$ cat src/rtl/pk_pkg.sv
package pk_pkg;
  localparam int unsigned WORD_BYTES = 8;
  localparam int unsigned WORD_W     = 8 * WORD_BYTES;
  localparam int unsigned CNT_W      = 4;

  function automatic int unsigned slots_for(input int unsigned eb);
    return WORD_BYTES / eb;
  endfunction
endpackage

$ cat src/rtl/pk_slot_ctrl.sv
module pk_slot_ctrl
  import pk_pkg::*;
#(
  parameter int unsigned SLOTS = 4
) (
  input  logic             clk,
  input  logic             rst,
  input  logic             in_valid,
  input  logic             flush,
  input  logic             out_free,
  output logic             in_ready,
  output logic             in_fire,
  output logic             emit,
  output logic [CNT_W-1:0] fill,
  output logic [CNT_W-1:0] emit_count
);
  localparam logic [CNT_W-1:0] LAST_SLOT = CNT_W'(SLOTS - 1);

  logic             at_last;
  logic [CNT_W-1:0] fill_q;
  logic [CNT_W-1:0] total;

  assign at_last    = (fill_q == LAST_SLOT);
  // Accepting into the last slot, or flushing, both need the output register.
  assign in_ready   = out_free || (!flush && !at_last);
  assign in_fire    = in_valid && in_ready;
  assign total      = fill_q + CNT_W'(in_fire);
  assign emit       = out_free && ((in_fire && at_last) || (flush && (total != '0)));
  assign emit_count = total;
  assign fill       = fill_q;

  always_ff @(posedge clk) begin
    if (rst) begin
      fill_q <= '0;
    end else if (emit) begin
      fill_q <= '0;
    end else if (in_fire) begin
      fill_q <= fill_q + CNT_W'(1);
    end
  end
endmodule

$ cat src/rtl/pk_lane_store.sv
module pk_lane_store
  import pk_pkg::*;
#(
  parameter int unsigned SLOTS  = 4,
  parameter int unsigned ELEM_W = 16
) (
  input  logic                    clk,
  input  logic                    in_fire,
  input  logic [CNT_W-1:0]        fill,
  input  logic [ELEM_W-1:0]       in_data,
  output logic [SLOTS*ELEM_W-1:0] held
);
  for (genvar s = 0; s < SLOTS; s++) begin : g_slot
    logic [ELEM_W-1:0] slot_q;
    always_ff @(posedge clk) begin
      if (in_fire && (fill == CNT_W'(s))) begin
        slot_q <= in_data;
      end
    end
    assign held[s*ELEM_W +: ELEM_W] = slot_q;
  end
endmodule

$ cat src/rtl/pk_word_build.sv
module pk_word_build
  import pk_pkg::*;
#(
  parameter int unsigned ELEM_BYTES = 2,
  parameter int unsigned SLOTS      = 4,
  parameter logic [7:0]  FILL_BYTE  = 8'h00
) (
  input  logic [SLOTS*ELEM_BYTES*8-1:0] held,
  input  logic [CNT_W-1:0]              fill,
  input  logic                          in_fire,
  input  logic [ELEM_BYTES*8-1:0]       in_data,
  output logic [WORD_W-1:0]             word
);
  localparam int unsigned ELEM_W     = ELEM_BYTES * 8;
  localparam int unsigned USED_BYTES = SLOTS * ELEM_BYTES;
  localparam int unsigned USED_W     = USED_BYTES * 8;
  localparam int unsigned TAIL_BYTES = WORD_BYTES - USED_BYTES;

  localparam logic [ELEM_W-1:0] ELEM_FILL = {ELEM_BYTES{FILL_BYTE}};

  for (genvar s = 0; s < SLOTS; s++) begin : g_lane
    logic held_live;
    logic new_here;
    assign held_live = (CNT_W'(s) < fill);
    assign new_here  = in_fire && (CNT_W'(s) == fill);
    assign word[s*ELEM_W +: ELEM_W] =
        held_live ? held[s*ELEM_W +: ELEM_W] :
        new_here  ? in_data : ELEM_FILL;
  end

  if (TAIL_BYTES > 0) begin : g_tail
    assign word[WORD_W-1:USED_W] = {TAIL_BYTES{FILL_BYTE}};
  end
endmodule

$ cat src/rtl/pk_out_reg.sv
module pk_out_reg
  import pk_pkg::*;
(
  input  logic              clk,
  input  logic              rst,
  input  logic              emit,
  input  logic [WORD_W-1:0] word,
  input  logic [CNT_W-1:0]  count,
  input  logic              out_ready,
  output logic              out_free,
  output logic              out_valid,
  output logic [WORD_W-1:0] out_data,
  output logic [CNT_W-1:0]  out_count
);
  assign out_free = !out_valid || out_ready;

  always_ff @(posedge clk) begin
    if (rst) begin
      out_valid <= 1'b0;
    end else if (emit) begin
      out_valid <= 1'b1;
    end else if (out_ready) begin
      out_valid <= 1'b0;
    end
  end

  always_ff @(posedge clk) begin
    if (rst) begin
      out_data  <= '0;
      out_count <= '0;
    end else if (emit) begin
      out_data  <= word;
      out_count <= count;
    end
  end
endmodule

$ cat src/rtl/elem_word_packer.sv
module elem_word_packer
  import pk_pkg::*;
#(
  parameter int unsigned ELEM_BYTES = 2,
  parameter logic [7:0]  FILL_BYTE  = 8'h00
) (
  input  logic                    clk,
  input  logic                    rst,
  input  logic                    in_valid,
  output logic                    in_ready,
  input  logic [ELEM_BYTES*8-1:0] in_data,
  input  logic                    flush,
  output logic                    out_valid,
  input  logic                    out_ready,
  output logic [WORD_W-1:0]       out_data,
  output logic [CNT_W-1:0]        out_count
);
  localparam int unsigned ELEM_W = ELEM_BYTES * 8;
  localparam int unsigned SLOTS  = slots_for(ELEM_BYTES);

  if (ELEM_BYTES < 1 || ELEM_BYTES > WORD_BYTES) begin : g_bad_size
    $error("elem_word_packer: ELEM_BYTES must be within 1..8");
  end

  logic                    out_free;
  logic                    in_fire;
  logic                    emit;
  logic [CNT_W-1:0]        fill;
  logic [CNT_W-1:0]        emit_count;
  logic [SLOTS*ELEM_W-1:0] held;
  logic [WORD_W-1:0]       word;

  pk_slot_ctrl #(.SLOTS(SLOTS)) ctrl_i (
    .clk        (clk),
    .rst        (rst),
    .in_valid   (in_valid),
    .flush      (flush),
    .out_free   (out_free),
    .in_ready   (in_ready),
    .in_fire    (in_fire),
    .emit       (emit),
    .fill       (fill),
    .emit_count (emit_count)
  );

  pk_lane_store #(.SLOTS(SLOTS), .ELEM_W(ELEM_W)) store_i (
    .clk     (clk),
    .in_fire (in_fire),
    .fill    (fill),
    .in_data (in_data),
    .held    (held)
  );

  pk_word_build #(
    .ELEM_BYTES (ELEM_BYTES),
    .SLOTS      (SLOTS),
    .FILL_BYTE  (FILL_BYTE)
  ) build_i (
    .held    (held),
    .fill    (fill),
    .in_fire (in_fire),
    .in_data (in_data),
    .word    (word)
  );

  pk_out_reg oreg_i (
    .clk       (clk),
    .rst       (rst),
    .emit      (emit),
    .word      (word),
    .count     (emit_count),
    .out_ready (out_ready),
    .out_free  (out_free),
    .out_valid (out_valid),
    .out_data  (out_data),
    .out_count (out_count)
  );
endmodule

$ cat config.mk
export PLATFORM = sky130hd
export DESIGN_NAME = elem_word_packer
export DESIGN_NICKNAME = d
export VERILOG_FILES = /design/src/rtl/pk_pkg.sv /design/src/rtl/pk_slot_ctrl.sv /design/src/rtl/pk_lane_store.sv /design/src/rtl/pk_word_build.sv /design/src/rtl/pk_out_reg.sv /design/src/rtl/elem_word_packer.sv
export SDC_FILE = /design/constraint.sdc
export NUM_CORES = 1
export LEC_CHECK = 0
export CAP_MARGIN = 10
export CORE_ASPECT_RATIO = 1.2
export CORE_MARGIN = 5
export CORE_UTILIZATION = 48
export DETAILED_ROUTE_END_ITERATION = 8
export HOLD_SLACK_MARGIN = 0.03
export PLACE_DENSITY = 0.72
export SETUP_SLACK_MARGIN = 0.2
export SYNTH_ARGS = -nofsm -noshare
export SYNTH_HDL_FRONTEND = slang
export SYNTH_HIERARCHICAL = 1
export SYNTH_SLANG_ARGS = --single-unit
$ cat constraint.sdc
create_clock -name clk -period 4.2 [get_ports clk]
set_clock_uncertainty 0.15 [all_clocks]
set_input_delay 1.05 -clock clk [delete_from_list [all_inputs] [get_ports clk]]
set_output_delay 1.05 -clock clk [all_outputs]
set_load 0.005 [all_outputs]
Word level (Yosys, flattened, before mapping)
Index checks and enable logic that the tools add are counted.
- register bits after elaboration: 137
- word-level logic and storage cells: 51
- output and inout bits: 70
- magnitude comparators: 4
- equal/unequal tests: 6
- reductions and logical operators: 21
- multiplexer cells: 10
- $add $sub $neg: 2
- operators by type and width (cell ; number):
    $mux 16 ; 8
    $logic_and 1x1->1 ; 11
    $eq 2x4->1 const A ; 2
    $eq 4x2->1 const B ; 2
    $lt 1x4->1 const A ; 2
    $lt 2x4->1 const A ; 2
    $add 4x1->4 ; 1
    $add 4x1->4 const B ; 1
    $eq 1x4->1 const A ; 1
    $eq 4x1->1 const B ; 1
    $logic_not 4->1 ; 1
    $reduce_bool 4->1 ; 1
    $logic_not 1->1 ; 3
    $logic_or 1x1->1 ; 3
    $mux 1 ; 2
    $reduce_bool 2->1 ; 1
    $reduce_or 2->1 ; 1

Logic depth before layout (Yosys ltp)
- depth in word-level cells: 11
- mapped depth: 14
- gate-level depth less buffers: 11

By module
The synthesis kept the hierarchy.
- by module, submodules not included (module ; cells an instance ; sequential area each (µm²) ; area an instance (µm²) ; times used):
    pk_out_reg ; 224 ; 1381.3 ; 2441.1 ; 1
    pk_lane_store ; 71 ; 1921.8 ; 1960.6 ; 1
    pk_word_build ; 94 ; 0.0 ; 799.5 ; 1
    pk_slot_ctrl ; 36 ; 80.1 ; 334.1 ; 1

Worst setup path after synthesis
OpenSTA, ideal clock, no wires.
- path type: input to register
- start: input port out_ready
- end: register oreg_i.out_data[51]
- stages on the path: 14
- slack: 85 ps
- library setup time: 117 ps
- arrival time: 3848 ps
- path buffers: 3
- cells stage by stage: nand2b_1 -> or4b_1 -> nand3_1 -> inv_1 -> ha_1 -> ha_1 -> xor2_1 -> or4_1 -> o221a_2 -> buf_4 -> buf_8 -> buf_8 -> mux2i_1 -> nor2_1
- cells in the longest elaborated chain, start to end: 8
- elaborated cells between the ends (all ways): 12
- those cells by class: 1 x add/sub; 2 x mux; 9 x reduce/logical
- RTL lines (what ; RTL line ; source):
    start: declaration ; elem_word_packer.sv:14 ; input logic out_ready,
    $logic_or 1x1->1 ; pk_out_reg.sv:15 ; assign out_free = !out_valid || out_ready;
    $logic_or 1x1->1 ; pk_slot_ctrl.sv:25 ; assign in_ready = out_free || (!flush && !at_last);
    $logic_and 1x1->1 ; pk_slot_ctrl.sv:26 ; assign in_fire = in_valid && in_ready;
    net in_fire ; elem_word_packer.sv:26 ; logic in_fire;
    $add 4x1->4 ; pk_slot_ctrl.sv:27 ; assign total = fill_q + CNT_W'(in_fire);
    net emit_count[2] ; elem_word_packer.sv:29 ; logic [CNT_W-1:0] emit_count;
    $reduce_bool 4->1 ; pk_slot_ctrl.sv:28 ; assign emit = out_free && ((in_fire && at_last) || (flush && (total != '0)));
    $logic_and 1x1->1 ; pk_slot_ctrl.sv:28 ;
    $logic_or 1x1->1 ; pk_slot_ctrl.sv:28 ;
    $logic_and 1x1->1 ; pk_slot_ctrl.sv:28 ;
    net emit ; elem_word_packer.sv:27 ; logic emit;
    end signal: assignment ; pk_out_reg.sv:32 ; out_data <= word;
    end: declaration ; pk_out_reg.sv:12 ; output logic [WORD_W-1:0] out_data,
The timed path passes the listed nets, and every way through them passes these cells.
A chain may end at the register's enable or synchronous reset.

Worst setup path after layout
- start: input port out_ready
- end: register oreg_i.out_data[0]
- cells in the longest elaborated chain, start to end: 8
- elaborated cells between the ends (all ways): 12
- those cells by class: 1 x add/sub; 2 x mux; 9 x reduce/logical
- RTL lines (what ; RTL line ; source):
    $logic_or 1x1->1 ; pk_out_reg.sv:15 ;
    net out_free ; elem_word_packer.sv:25 ; logic out_free;
    $logic_or 1x1->1 ; pk_slot_ctrl.sv:25 ;
    $logic_and 1x1->1 ; pk_slot_ctrl.sv:26 ;
    net in_fire ; elem_word_packer.sv:26 ;
    $add 4x1->4 ; pk_slot_ctrl.sv:27 ;
    net emit_count[2] ; elem_word_packer.sv:29 ;
    $reduce_bool 4->1 ; pk_slot_ctrl.sv:28 ;
    $logic_and 1x1->1 ; pk_slot_ctrl.sv:28 ;
    $logic_or 1x1->1 ; pk_slot_ctrl.sv:28 ;
    $logic_and 1x1->1 ; pk_slot_ctrl.sv:28 ;
    net emit ; elem_word_packer.sv:27 ;
The timed path passes the listed nets, and every way through them passes these cells.

==> reports/summary.txt <==
CLOCKING
------------------------------------------------------------------------------------------
Number of sinks driven by the clock tree                                               137
Maximum buffer depth of the clock tree                                                   2
Clock edge transition at the registers on the reported setup and hold paths        0.05 ns
H-tree depth reported by CTS                                                             4
Clock tree from TritonCTS                                                              yes
Buffer type at the clock tree root                                            sky130_fd_sc_hd__clkbuf_16
Number of post-CTS setup repair buffers                                                  0
Insertion delay of the later-clocked pin in the worst-skew pair                    0.41 ns
Total CTS buffers                                                                       17

GLOBAL ROUTE
------------------------------------------------------------------------------------------
GRT met1 Usage                                                                       27.3%
Global Route met2 Usage                                                              33.6%
Maximum number of pins on one net before global-route repair                            45
Most Crowded Layer GR                                                                 met2
Fraction of met3 tracks used by global routing                                       5.61%
GR Overflow Total                                                                        0
Vias in the first global route                                                        3958
Global routing usage summed across all routing layers                                20.8%
Initial antenna violation count                                                          0
First-pass GRT wire length                                                         21.8 mm

FLOW RUN
------------------------------------------------------------------------------------------
Number of violations of the max-capacitance limit                                        0

STA
------------------------------------------------------------------------------------------
Final min period                                                                   3.92 ns
Share of the clock period used by the worst path                                     93.4%
Number of hold-slack violations in the final timing report                               0
Pin slew with the least headroom to its limit                                      1.17 ns
Total negative slack                                                                  0 ns
Worst Setup Slack, final                                                          0.278 ns
Final setup vio count                                                                    0
Number of max-slew violations in the final report                                        0
Achievable clock frequency                                                         255 MHz
RSZ-0062 raised after global routing                                                   yes
Worst slew margin                                                                    22.0%

FLOORPLANNING
------------------------------------------------------------------------------------------
Starting Density                                                                     48.5%
Top Ports                                                                               91
Horiz. Die Dim                                                                      108 um
Full die area                                                                  13800 sq um
Die Y-Extent                                                                        128 um
Number of placement rows                                                                43
Floorplan Core Area                                                            11400 sq um

YOSYS
------------------------------------------------------------------------------------------
Largest cells by area after synthesis                                         sky130_fd_sc_hd__edfxtp_1 (35%), sky130_fd_sc_hd__dfxtp_1 (26%), sky130_fd_sc_hd__mux2i_1 (12%)
Sequential-to-total area share from yosys stat                                       61.1%
Area share of the largest cell type after synthesis                                  34.7%
Synth cell types                                                                        34
Ys flop type                                                                  sky130_fd_sc_hd__dfxtp_1
Count of state elements after synthesis                                                137
Post-synthesis cell area                                                        5540 sq um
Post-Syn Area per Cell                                                          13.0 sq um
Number of enable flip-flop cells after synthesis                                        64
Nets in the synthesized netlist                                                        449
Post-synthesis async set-or-reset flop share                                            0%
Post-synthesis cell type with the largest combined area                       sky130_fd_sc_hd__edfxtp_1
Total of warnings raised by yosys                                                        6
Count of mapped cells out of synthesis                                                 425

SETUP PATH
------------------------------------------------------------------------------------------
Required time of the critical path                                                 4.32 ns
Crit path max fanout                                                                    26
Length in cells of the worst reg-to-reg path                                            11
Crit path capture type                                                                flop
Worst EP arrival                                                                   4.05 ns
CP Launch Type                                                                   input pin
Type of the setup path with the least slack                                   input pin to flop

PWR
------------------------------------------------------------------------------------------
Total chip power                                                                   3.92 mW
Pwr/cell area                                                                  541 nW/um^2
Leakage component of the power                                                     2.58 nW
Peak VDD IR                                                                         334 uV

MIN PATH
------------------------------------------------------------------------------------------
Class of the worst hold path                                                  flop to flop
Number of stages on the worst hold path                                                  2

ROUTING
------------------------------------------------------------------------------------------
Number of DRC markers in iteration 0                                                   304
Length of the first detailed-routing pass in iterations                                  5
Remaining number of nets flagged by the antenna check after routing                      0
Routed wirelength normalized by instance count                                     20.3 um
Avg Vias per Cell                                                                     5.83
WL final                                                                           13.9 mm
DRC violations left                                                                      0
Total via count in the routed design                                                  3988

PLACED DESIGN
------------------------------------------------------------------------------------------
Final HPWL from detailed placement                                                 8.64 mm
Total of buffers placed on input and output ports                                       90
Setup slack at placement                                                         -0.140 ns
Total cell area at the placement stage                                          6620 sq um
Last weighted congestion value of the routability-driven placer                      0.824
Cell Count Post-Placement                                                              652

LAYOUT
------------------------------------------------------------------------------------------
Diode count                                                                              0
Proportion of layout cells with a drive suffix above 1                               12.1%
Synth-to-layout area growth                                                          31.0%
Non-filler cells in the finished layout                                                684
Fillcell total                                                                         898
Final Instance Area                                                             7250 sq um
Layout Nets                                                                            538

STATUS
------------------------------------------------------------------------------------------
Outcome                                                                       finished clean

==> final timing paths <==
kind	from	slack, ns	end
worst max register to register	ctrl_i/fill[2]$_SDFFE_PP0N_	0.86	oreg_i/out_data[0]$_SDFFE_PP0P_
worst min register to register	oreg_i/out_data[41]$_SDFFE_PP0P_	0.35	oreg_i/out_data[41]$_SDFFE_PP0P_
worst max-delay path	out_ready	0.28	oreg_i/out_data[0]$_SDFFE_PP0P_
worst min-delay path	oreg_i/out_data[41]$_SDFFE_PP0P_	0.35	oreg_i/out_data[41]$_SDFFE_PP0P_
==> per-layer routing <==
metal  vias to the layer above  part of all wire (%)  wire length (um)
li1                       1801                     -                 -
met1                      1991                    42              5820
met2                       173                    50              6970
met3                        23                   5.8               811
met4                         0                   2.0               277
met5                         -                     0                 0
==> synth_stat cells (2+ instances only) <==
master                     instances
sky130_fd_sc_hd__nand3_1           2
sky130_fd_sc_hd__nor2b_1           2
sky130_fd_sc_hd__or3_1             2
sky130_fd_sc_hd__nor2_1           77
sky130_fd_sc_hd__inv_1             2
sky130_fd_sc_hd__or4_1             2
sky130_fd_sc_hd__clkbuf_1         14
sky130_fd_sc_hd__nor4_1            2
sky130_fd_sc_hd__a21oi_1           2
sky130_fd_sc_hd__nand2b_1          3
sky130_fd_sc_hd__a32o_1           64
sky130_fd_sc_hd__buf_4             6
sky130_fd_sc_hd__edfxtp_1         64
sky130_fd_sc_hd__xor2_1            4
sky130_fd_sc_hd__or2_2             2
sky130_fd_sc_hd__nand4_1           2
sky130_fd_sc_hd__dfxtp_1          73
sky130_fd_sc_hd__buf_8             2
sky130_fd_sc_hd__mux2i_1          69
sky130_fd_sc_hd__buf_6             2
sky130_fd_sc_hd__buf_2            14
sky130_fd_sc_hd__ha_1              3
==> logic make-up after synthesis <==
| kind of cell | count (synthesis) | synth area share [%] |
|---|---|---|
| buf+inv | 40 | 4.11 |
| fa+ha+maj | 3 | 0.678 |
| compound gates | 69 | 12.5 |
| simple gates | 102 | 8.34 |
| mux | 69 | 12.5 |
| xor+xnor | 5 | 0.791 |
| flops | 137 | 61.1 |
==> cell type report <==
class / count / area, sq um / share of cell area (%)
clock buffer: 19 / 464 / 6.40
clock inverter: 13 / 149 / 2.05
inverter: 2 / 7.51 / 0.104
multi-input combinational: 248 / 1980 / 27.3
sequential: 137 / 3380 / 46.7
tap: 157 / 196 / 2.71
timing repair buffer: 108 / 1070 / 14.7
==> layout by cell type, fill, tap and decap left out, types with 2 or more instances in the layout <==
cell type and instances:
sky130_fd_sc_hd__bufinv_16 3, sky130_fd_sc_hd__mux2i_1 68, sky130_fd_sc_hd__buf_4 15, sky130_fd_sc_hd__clkinvlp_4 2
sky130_fd_sc_hd__ha_1 3, sky130_fd_sc_hd__clkinv_2 7, sky130_fd_sc_hd__nand4_1 2, sky130_fd_sc_hd__clkdlybuf4s50_1 89
sky130_fd_sc_hd__a21oi_1 2, sky130_fd_sc_hd__nor4_2 2, sky130_fd_sc_hd__or3_1 2, sky130_fd_sc_hd__clkbuf_16 18
sky130_fd_sc_hd__edfxtp_1 64, sky130_fd_sc_hd__nand2b_1 2, sky130_fd_sc_hd__a32o_1 64, sky130_fd_sc_hd__nor2b_1 2
sky130_fd_sc_hd__dfxtp_1 73, sky130_fd_sc_hd__o221a_4 2, sky130_fd_sc_hd__buf_12 3, sky130_fd_sc_hd__nor2_1 77
sky130_fd_sc_hd__inv_1 2, sky130_fd_sc_hd__or2_2 2, sky130_fd_sc_hd__or4b_4 2, sky130_fd_sc_hd__xor2_1 4
==> sequential cells by signal (all words and copies together) (netlist names) <==
| signal | cells |
|---|---|
| oreg_i/out_data | 64 |
| store_i/g_slot.slot_q | 64 |
| ctrl_i/fill | 4 |
| oreg_i/out_count | 4 |
| oreg_i/out_valid | 1 |
==> power breakdown <==
part / leakage [nW] / total [mW] / switching (mW) / internal, mW
registers: 1.18 / 1.57 / 0.0491 / 1.52
logic: 1.10 / 0.833 / 0.437 / 0.396
clock network: 0.303 / 1.52 / 0.543 / 0.976
==> critical path: stages <==
cell and delay (ns):
sky130_fd_sc_hd__clkdlybuf4s50_1 0.40, sky130_fd_sc_hd__nand2b_4 0.14, sky130_fd_sc_hd__or4b_4 0.49, sky130_fd_sc_hd__nand3_2 0.10, sky130_fd_sc_hd__inv_1 0.06, sky130_fd_sc_hd__ha_1 0.19
sky130_fd_sc_hd__ha_1 0.19, sky130_fd_sc_hd__xor2_1 0.15, sky130_fd_sc_hd__or4_4 0.51, sky130_fd_sc_hd__o221a_4 0.30, sky130_fd_sc_hd__buf_12 0.19, sky130_fd_sc_hd__mux2i_1 0.21
sky130_fd_sc_hd__nor2_1 0.06
==> stage by stage <==
stage               util, %  hold WS [ns]
floorplan                 -         0.335
global placement       58.1         0.327
detailed placement     58.1         0.332
CTS                    63.4         0.350
global route           63.6         0.378
finish                 63.6         0.347
==> repair_timing <==
action                     in CTS  in global routing
resized for setup               0                  3
setup endpoints to repair       0                 35
hold buffers                    0                  0
Power figures use the tool's default switching activity.
